<file path="src/rtl/lfb_pkg.sv">
package lfb_pkg;
    typedef enum logic [1:0] {
        LF_IDLE = 2'd0,
        LF_FILL = 2'd1,
        LF_XFER = 2'd2
    } lf_state_e;
endpackage

</file>
<file path="src/rtl/lfb_word_merge.sv">
// Next-value logic for one buffered word: store bytes take priority and stick,
// memory bytes fill only positions no store has claimed.
module lfb_word_merge #(
    parameter int DW = 32,
    localparam int BE = DW / 8
) (
    input  logic [DW-1:0] cur_word,
    input  logic [BE-1:0] cur_mark,
    input  logic          cur_vld,
    input  logic          beat_hit,
    input  logic [DW-1:0] beat_data,
    input  logic          st_hit,
    input  logic [BE-1:0] st_be,
    input  logic [DW-1:0] st_data,
    output logic [DW-1:0] nxt_word,
    output logic [BE-1:0] nxt_mark,
    output logic          nxt_vld
);
    always_comb begin
        nxt_word = cur_word;
        nxt_mark = cur_mark;
        for (int b = 0; b < BE; b++) begin
            if (st_hit && st_be[b]) begin
                nxt_word[8*b +: 8] = st_data[8*b +: 8];
                nxt_mark[b]        = 1'b1;
            end else if (beat_hit && !cur_mark[b]) begin
                nxt_word[8*b +: 8] = beat_data[8*b +: 8];
            end
        end
        nxt_vld = cur_vld | beat_hit;
    end
endmodule

</file>
<file path="src/rtl/line_fill_buf.sv">
module line_fill_buf
    import lfb_pkg::*;
#(
    parameter int WORDS = 8,
    parameter int DW    = 32,
    localparam int IW   = $clog2(WORDS),
    localparam int BE   = DW / 8
) (
    input  logic                clk,
    input  logic                rst_n,
    input  logic                fill_req,
    output logic                fill_ready,
    input  logic                beat_valid,
    input  logic [IW-1:0]       beat_idx,
    input  logic [DW-1:0]       beat_data,
    input  logic                ld_req,
    input  logic [IW-1:0]       ld_idx,
    output logic                ld_ack,
    output logic [DW-1:0]       ld_data,
    input  logic                st_req,
    input  logic [IW-1:0]       st_idx,
    input  logic [BE-1:0]       st_be,
    input  logic [DW-1:0]       st_data,
    output logic                line_valid,
    output logic [WORDS*DW-1:0] line_data,
    input  logic                unc_in_valid,
    input  logic [DW-1:0]       unc_in_data,
    output logic                unc_out_valid,
    output logic [DW-1:0]       unc_out_data
);
    typedef struct packed {
        lf_state_e                 st;
        logic [WORDS-1:0][DW-1:0]  buff;
        logic [WORDS-1:0][BE-1:0]  mark;
        logic [WORDS-1:0]          vld;
        logic                      uv;
        logic [DW-1:0]             ud;
    } lfb_reg_t;

    lfb_reg_t q, d;

    logic                     filling;
    logic [WORDS-1:0][DW-1:0] m_word;
    logic [WORDS-1:0][BE-1:0] m_mark;
    logic [WORDS-1:0]         m_vld;

    assign filling = (q.st == LF_FILL);

    // One merge slice per word; position comes from the beat address only.
    for (genvar w = 0; w < WORDS; w++) begin : g_word
        logic beat_hit, st_hit;
        assign beat_hit = filling && beat_valid && (beat_idx == IW'(w)) && !q.vld[w];
        assign st_hit   = filling && st_req && (st_idx == IW'(w));
        lfb_word_merge #(.DW(DW)) u_merge (
            .cur_word (q.buff[w]),
            .cur_mark (q.mark[w]),
            .cur_vld  (q.vld[w]),
            .beat_hit (beat_hit),
            .beat_data(beat_data),
            .st_hit   (st_hit),
            .st_be    (st_be),
            .st_data  (st_data),
            .nxt_word (m_word[w]),
            .nxt_mark (m_mark[w]),
            .nxt_vld  (m_vld[w])
        );
    end

    always_comb begin
        d    = q;
        d.uv = unc_in_valid;
        d.ud = unc_in_data;
        case (q.st)
            LF_IDLE: begin
                if (fill_req) begin
                    d.st   = LF_FILL;
                    d.vld  = '0;
                    d.mark = '0;
                end
            end
            LF_FILL: begin
                d.buff = m_word;
                d.mark = m_mark;
                d.vld  = m_vld;
                if (&m_vld) d.st = LF_XFER;
            end
            LF_XFER: d.st = LF_IDLE;
            default: d.st = LF_IDLE;
        endcase
    end

    always_ff @(posedge clk) begin
        if (!rst_n) q <= '0;
        else        q <= d;
    end

    assign fill_ready    = (q.st == LF_IDLE);
    assign line_valid    = (q.st == LF_XFER);
    assign line_data     = q.buff;
    assign ld_ack        = ld_req && (q.st != LF_IDLE) && q.vld[ld_idx];
    assign ld_data       = q.buff[ld_idx];
    assign unc_out_valid = q.uv;
    assign unc_out_data  = q.ud;
endmodule

</file>
<file path="config.mk">
export PLATFORM = sky130hd
export DESIGN_NAME = line_fill_buf
export DESIGN_NICKNAME = d
export VERILOG_FILES = /design/src/rtl/lfb_pkg.sv /design/src/rtl/lfb_word_merge.sv /design/src/rtl/line_fill_buf.sv
export SDC_FILE = /design/constraint.sdc
export NUM_CORES = 1
export LEC_CHECK = 0
export CAP_MARGIN = 20
export CORE_MARGIN = 2
export CORE_UTILIZATION = 51
export DETAILED_ROUTE_END_ITERATION = 8
export MAX_ROUTING_LAYER = met4
export PLACE_DENSITY = 0.79
export SYNTH_ARGS = -nofsm -noshare
export SYNTH_HDL_FRONTEND = slang
export SYNTH_SLANG_ARGS = --single-unit
</file>
<file path="constraint.sdc">
create_clock -name clk -period 4.4 [get_ports clk]
set_input_delay 1.32 -clock clk [delete_from_list [all_inputs] [get_ports clk]]
set_output_delay 1.32 -clock clk [all_outputs]
set_load 0.02 [all_outputs]
</file>
# ---- Word-level counts from Yosys, hierarchy flattened
# Index checks and enable logic that the tools add are counted.
dict set report word_totals {
  mem_bits_ro 0
  latchBits 0
  memories 0
  ff_bits 331
  ramBits 0
}
dict set report classes {
  order_cmp 1
  shift 0
  n_div 0
  bitwise 8
  n_eq_ne 50
  n_mux 105
  multipliers 0
  n_reduce_logical 236
  addsub 0
}
# operator n
set op_table {}
lappend op_table {{$mux 8} 64}
lappend op_table {{$bmux 32 s3} 1}
lappend op_table {{$reduce_and 3->1} 32}
lappend op_table {{$logic_and 1x1->1} 92}
lappend op_table {{$pmux 40 s2} 1}
lappend op_table {{$reduce_and 2->1} 34}
lappend op_table {{$reduce_bool 2->1} 34}
lappend op_table {{$ne 2x1->1 const B} 33}
lappend op_table {{$logic_not 1->1} 40}
lappend op_table {{$mux 40} 1}
lappend op_table {{$mux 1} 33}
lappend op_table {{$mux 32} 1}
lappend op_table {{$eq 3x3->1 const B} 8}
lappend op_table {{$eq 3x2->1 const B} 4}
lappend op_table {{$or 1x1->1} 8}
lappend op_table {{$reduce_and 8->1} 1}
lappend op_table {{$eq 3x1->1 const B} 2}
lappend op_table {{$logic_not 3->1} 2}
lappend op_table {{$lt 3x4->1 const B} 1}
lappend op_table {{$mux 2} 2}
lappend op_table {{$pmux 2 s2} 1}
lappend op_table {{$bmux 1 s3} 1}
lappend op_table {{$eq 2x1->1 const B} 1}
lappend op_table {{$eq 2x2->1 const B} 1}
lappend op_table {{other kinds (2)} 2}

# ---- Depth between registers and ports, before layout
# Gate-level depths: netlist (run 1).
dict set report logic_depth {
  ltp_word 8
  depth_mapped 8
}

# ---- Hierarchy
# From an unflattened synthesis (run 1), not the netlist that was laid out.
dict set report unflattened {
  hier_cells 2687
  area_unflattened_um2 22011.1
}
# mod instances cells_each area_per_inst_um2
set modules_own_cells {}
lappend modules_own_cells {line_fill_buf 1 1719 15424.8}
lappend modules_own_cells {lfb_word_merge 8 121 823.3}

# ---- Worst setup path before layout (run 1)
# No wires, ideal clock.
dict set report synth_timing {
  kind {input to output}
  from {in ld_idx[0]}
  to {out ld_data[0]}
  stages 4
  arrival_ns 2.929
  setup_slack_ns 0.151
  t_required_ns 3.080
  n_path_buf 2
  path_cell_list {buf_1 buf_2 mux4_2 mux2_2}
}
dict set report synth_between {
  elab_chain_cells 2
}
# element line
set synth_lines {}
lappend synth_lines {{start: declaration} line_fill_buf.sv:17} ;# input logic [IW-1:0] ld_idx,
lappend synth_lines {{$bmux 32 s3} line_fill_buf.sv:101} ;# assign ld_data = q.buff[ld_idx];
lappend synth_lines {{$mux 32 (not written as such)} line_fill_buf.sv:101}
lappend synth_lines {{end: declaration} line_fill_buf.sv:19} ;# output logic [DW-1:0] ld_data,
# Every way passes these cells. The select of a mux whose other input is x is not followed.

# ---- Worst setup path in the final report (run 1)
dict set report layout_timing {
  from {in ld_idx[0]}
  to {out ld_data[30]}
}
# The elaborated chain is that of the path after synthesis.

==> results of run 1 <==
-- area by class of cell --
class	count	area [um2]	area share, %
Antenna cell	3	7.507	0.03286
Clock buffer	53	1036	4.534
Clock inverter	8	97.59	0.4271
Inverter	2	12.51	0.05476
Multi-Input combinational cell	1375	9300	40.70
Sequential cell	331	6626	29.00
Tap cell	511	639.4	2.798
Timing Repair Buffer	522	5129	22.45
-- kinds of logic after synthesis --
family          Yosys count  share of synthesized area [%]
mux                      99                          9.629
compound gates          305                          13.55
flops                   331                          34.36
buf+inv                 537                          17.49
simple gates            971                          24.97
-- through the flow --
step | setup slack, ns | utilization (%) | power, mW | hold WS, ns
final | 0.01974 | 60.95 | 7.101 | 0.4824
after CTS | 0.001733 | 60.76 | 7.107 | 0.4863
after floorplan | 0.1508 | - | 3.827 | 0.4605
after global placement | -0.06231 | 57.75 | 4.154 | 0.4670
after detailed placement | -0.08480 | 57.75 | 4.172 | 0.4729
after global routing | 0.001173 | 60.95 | 7.306 | 0.4964
-- worst min-delay path by stage --
stage	endpoint	slack, ns	cells past startpoint	from
floorplan	q[61]	0.46	1	q[61]
global placement	q[62]	0.47	1	q[62]
detailed placement	q[62]	0.47	1	q[62]
CTS	q[62]	0.49	1	q[62]
global route	q[62]	0.50	1	q[62]
finish	q[62]	0.48	1	q[62]
-- critical path, delay by kind of cell --
family,cells,cell delay (ns)
buffers and inverters,3,0.95
multiplexers,2,0.78
-- metal layers --
metal / vias up / part of all wire [%] / track usage [%]
met3: 264 / 12 / 7.681
met5: - / 0 / -
li1: 7816 / - / -
met1: 8562 / 37 / 43.95
met2: 1378 / 46 / 55.44
met4: 0 / 4.6 / 15.12
-- power groups by stage --
stage	combinational (mW)	sequential (mW)	clock, mW
2_1_floorplan	0.651	3.18	0
4_1_cts	0.949	3.16	3.00
5_1_grt	1.01	3.17	3.13
3_5_place_dp	0.946	3.23	0
3_3_place_gp	0.926	3.23	0
6_report	0.961	3.17	2.97
-- cells in the final DEF, fill, tap and decap left out, types with 2 or more instances in the layout --
master,Yosys,final
sky130_fd_sc_hd__a21oi_1,13,12
sky130_fd_sc_hd__a22oi_1,4,4
sky130_fd_sc_hd__a311oi_1,251,251
sky130_fd_sc_hd__a311oi_2,5,5
sky130_fd_sc_hd__and2_1,33,33
sky130_fd_sc_hd__and3_1,35,35
sky130_fd_sc_hd__and3b_1,4,4
sky130_fd_sc_hd__and3b_2,2,2
sky130_fd_sc_hd__buf_12,1,5
sky130_fd_sc_hd__buf_4,316,79
sky130_fd_sc_hd__bufinv_16,0,2
sky130_fd_sc_hd__clkbuf_1,87,11
sky130_fd_sc_hd__clkbuf_16,0,37
sky130_fd_sc_hd__clkbuf_8,0,5
sky130_fd_sc_hd__clkdlybuf4s50_1,0,405
sky130_fd_sc_hd__clkinv_2,0,3
sky130_fd_sc_hd__clkinvlp_4,0,3
sky130_fd_sc_hd__dfxtp_1,331,331
sky130_fd_sc_hd__diode_2,0,3
sky130_fd_sc_hd__dlygate4sd2_1,0,6
sky130_fd_sc_hd__dlymetal6s2s_1,0,25
sky130_fd_sc_hd__mux2_2,32,32
sky130_fd_sc_hd__mux4_2,66,66
sky130_fd_sc_hd__nand2_1,513,513
sky130_fd_sc_hd__nand3_1,32,32
sky130_fd_sc_hd__nand3b_1,3,3
sky130_fd_sc_hd__nor2_1,18,18
sky130_fd_sc_hd__nor3_1,256,256
sky130_fd_sc_hd__nor3b_1,4,3
sky130_fd_sc_hd__nor4_2,11,11
sky130_fd_sc_hd__nor4_4,21,21
sky130_fd_sc_hd__o21a_1,28,28
sky130_fd_sc_hd__o22a_1,2,2
sky130_fd_sc_hd__or2_1,20,20
sky130_fd_sc_hd__or2_2,12,12
sky130_fd_sc_hd__or3b_1,3,2
-- repair_timing --
item / CTS / global route
setup endpoints to repair: 32 / 25
pin swaps: 0 / 0
resized for setup: 7 / 25
-- registers in the layout (all words and copies together) (netlist names) --
| signal | count |
|---|---|
| unc_out_valid | 1 |
| q | 42 |
| unc_out_data | 32 |
| line_data | 256 |
==> run metrics, run 1 <==
worst max-slew margin expressed relative to the limit 33.47%; clock-pin slew of the registers on the worst-case setup and hold paths 0.06 ns; chip width 198.5 um; maximum buffer depth of the clock tree 3; Total Negative Setup Slacks 0 ns; number of rows in the core area 71; worst setup skew after layout 0.007325 ns; Post-DP HPWL 51.42 mm; Synth Area per Inst 8.597 um2; Comb power frac 13.5%; slew of the pin with the lowest slew margin 0.9980 ns; number of instances in the synthesized netlist 2243; number of antenna violations at the first check in global routing 3; post-detailed-route DRC marker count 0; number of nets still failing antenna checks after routing 0; wire length of the first global-routing pass 103.3 mm; Hold Vio Cnt, Final 0; most used standard cell by instance count after synthesis sky130_fd_sc_hd__nand2_1; full die area 39380 um2; cell type of the slowest stage on the worst timing path sky130_fd_sc_hd__clkdlybuf4s50_1; clock power share 41.9%; number of cells traversed by the worst register-to-register path 5; flop-to-flop setup slack 1.82 ns; Synth Cell Area 19280 um2; critical path capture point type output port; minimum clock period 4.380 ns; final worst path period share 99.55%; arrival time at the worst endpoint 3.06 ns; share of async-settable or async-resettable flops after synthesis 0%; RSZ-0062 raised after global routing false; switching share of power 26.27%; total CTS buffers 37; via count of the first global-routing pass 16840; longest individual stage delay on the worst path 0.55 ns; number of max-slew violations in the final report 0; Crit Reg-Reg Endpoint line_data[206]; violation count after the first detailed-route iteration 2107; Overall Global Routing Usage 35.28%; number of synthesized flops with an enable pin 0; number of setup buffers added after CTS 0; initial core utilization 51.44%; y dimension of the die 198.5 um; CTS root buf sky130_fd_sc_hd__clkbuf_16; top cells by instance count after synthesis sky130_fd_sc_hd__nand2_1, sky130_fd_sc_hd__dfxtp_1, sky130_fd_sc_hd__buf_4, sky130_fd_sc_hd__nor3_1, sky130_fd_sc_hd__a311oi_1; number of primary I/O pins 440; Synth area leaders sky130_fd_sc_hd__dfxtp_1, sky130_fd_sc_hd__buf_4, sky130_fd_sc_hd__a311oi_1; share of Yosys cell area claimed by the top area cell type 34.36%; post-detailed-routing wire length 70.17 mm; number of max-cap violations 0; fraction of layout instances using a drive strength above 1 12.70%; CP Launch Type input port; net count after synthesis 2359; critical-path cell list buf_6 -> buf_12 -> mux4_2 -> mux2_2 -> clkdlybuf4s50_1; WL per Instance 25.01 um; Worst IR Drop VDD 0.2454 mV; post-synthesis sequential element count 331; flip-flop cell with the highest count after synthesis sky130_fd_sc_hd__dfxtp_1; DP Cell Count 2741; class of the most critical setup path input port to output port; fraction of the yosys area taken by sequential cells 34.36%; part of the power in registers 44.6%; count of buffers inserted at the top-level ports 439; total power per unit cell area 310.8 nW/um2; final standard cell area without fillers 22850 um2; routability-driven placement congestion ratio 0.9891; critical path capture point ld_data[30]; Max FO, Critical Path 16; Worst EP required 3.08 ns; maximum number of pins on one net before global-route repair 151; total number of nets in the final design 2385; Layout fillers 3155; via count 18020; total overflow reported by the global router 0; clock latency of the later-clocked register in the worst-skew pair 0.51 ns; clock tree from TritonCTS done; vias per std cell 6.424; htree depth 2; leakage power 8.539 nW; CTS sink count 331; # hold bufs at CTS 0; Layout Area Growth over Synthesis 18.49%; Unique masters post-synth 39; library cell with the largest summed area after synthesis sky130_fd_sc_hd__dfxtp_1; Hold Crit Class register to register; Post-DP Area 21650 um2; result of the run finished clean; area of the core region 37490 um2; Non-Filler Instances 2805; timing startpoint of the critical path ld_idx[0]; Synth Warn # 0; first drt pass iteration count 8; switching pwr 1.865 mW; Final setup viols 0; internal power of the cells 5.236 mW; maximum frequency from static timing analysis 228.3 MHz; Crit Reg-Reg Startpoint q[329]
Power figures use the tool's default switching activity.
==> run 2, diff against run 1 <==
--- a/config.mk
+++ b/config.mk
@@ -5,7 +5,6 @@
 export SDC_FILE = /design/constraint.sdc
 export NUM_CORES = 1
 export LEC_CHECK = 0
-export CAP_MARGIN = 20
 export CORE_MARGIN = 2
 export CORE_UTILIZATION = 51
 export DETAILED_ROUTE_END_ITERATION = 8
==> results of run 2 <==
The final DEF is identical to that of run 1; final timing and power are the same.
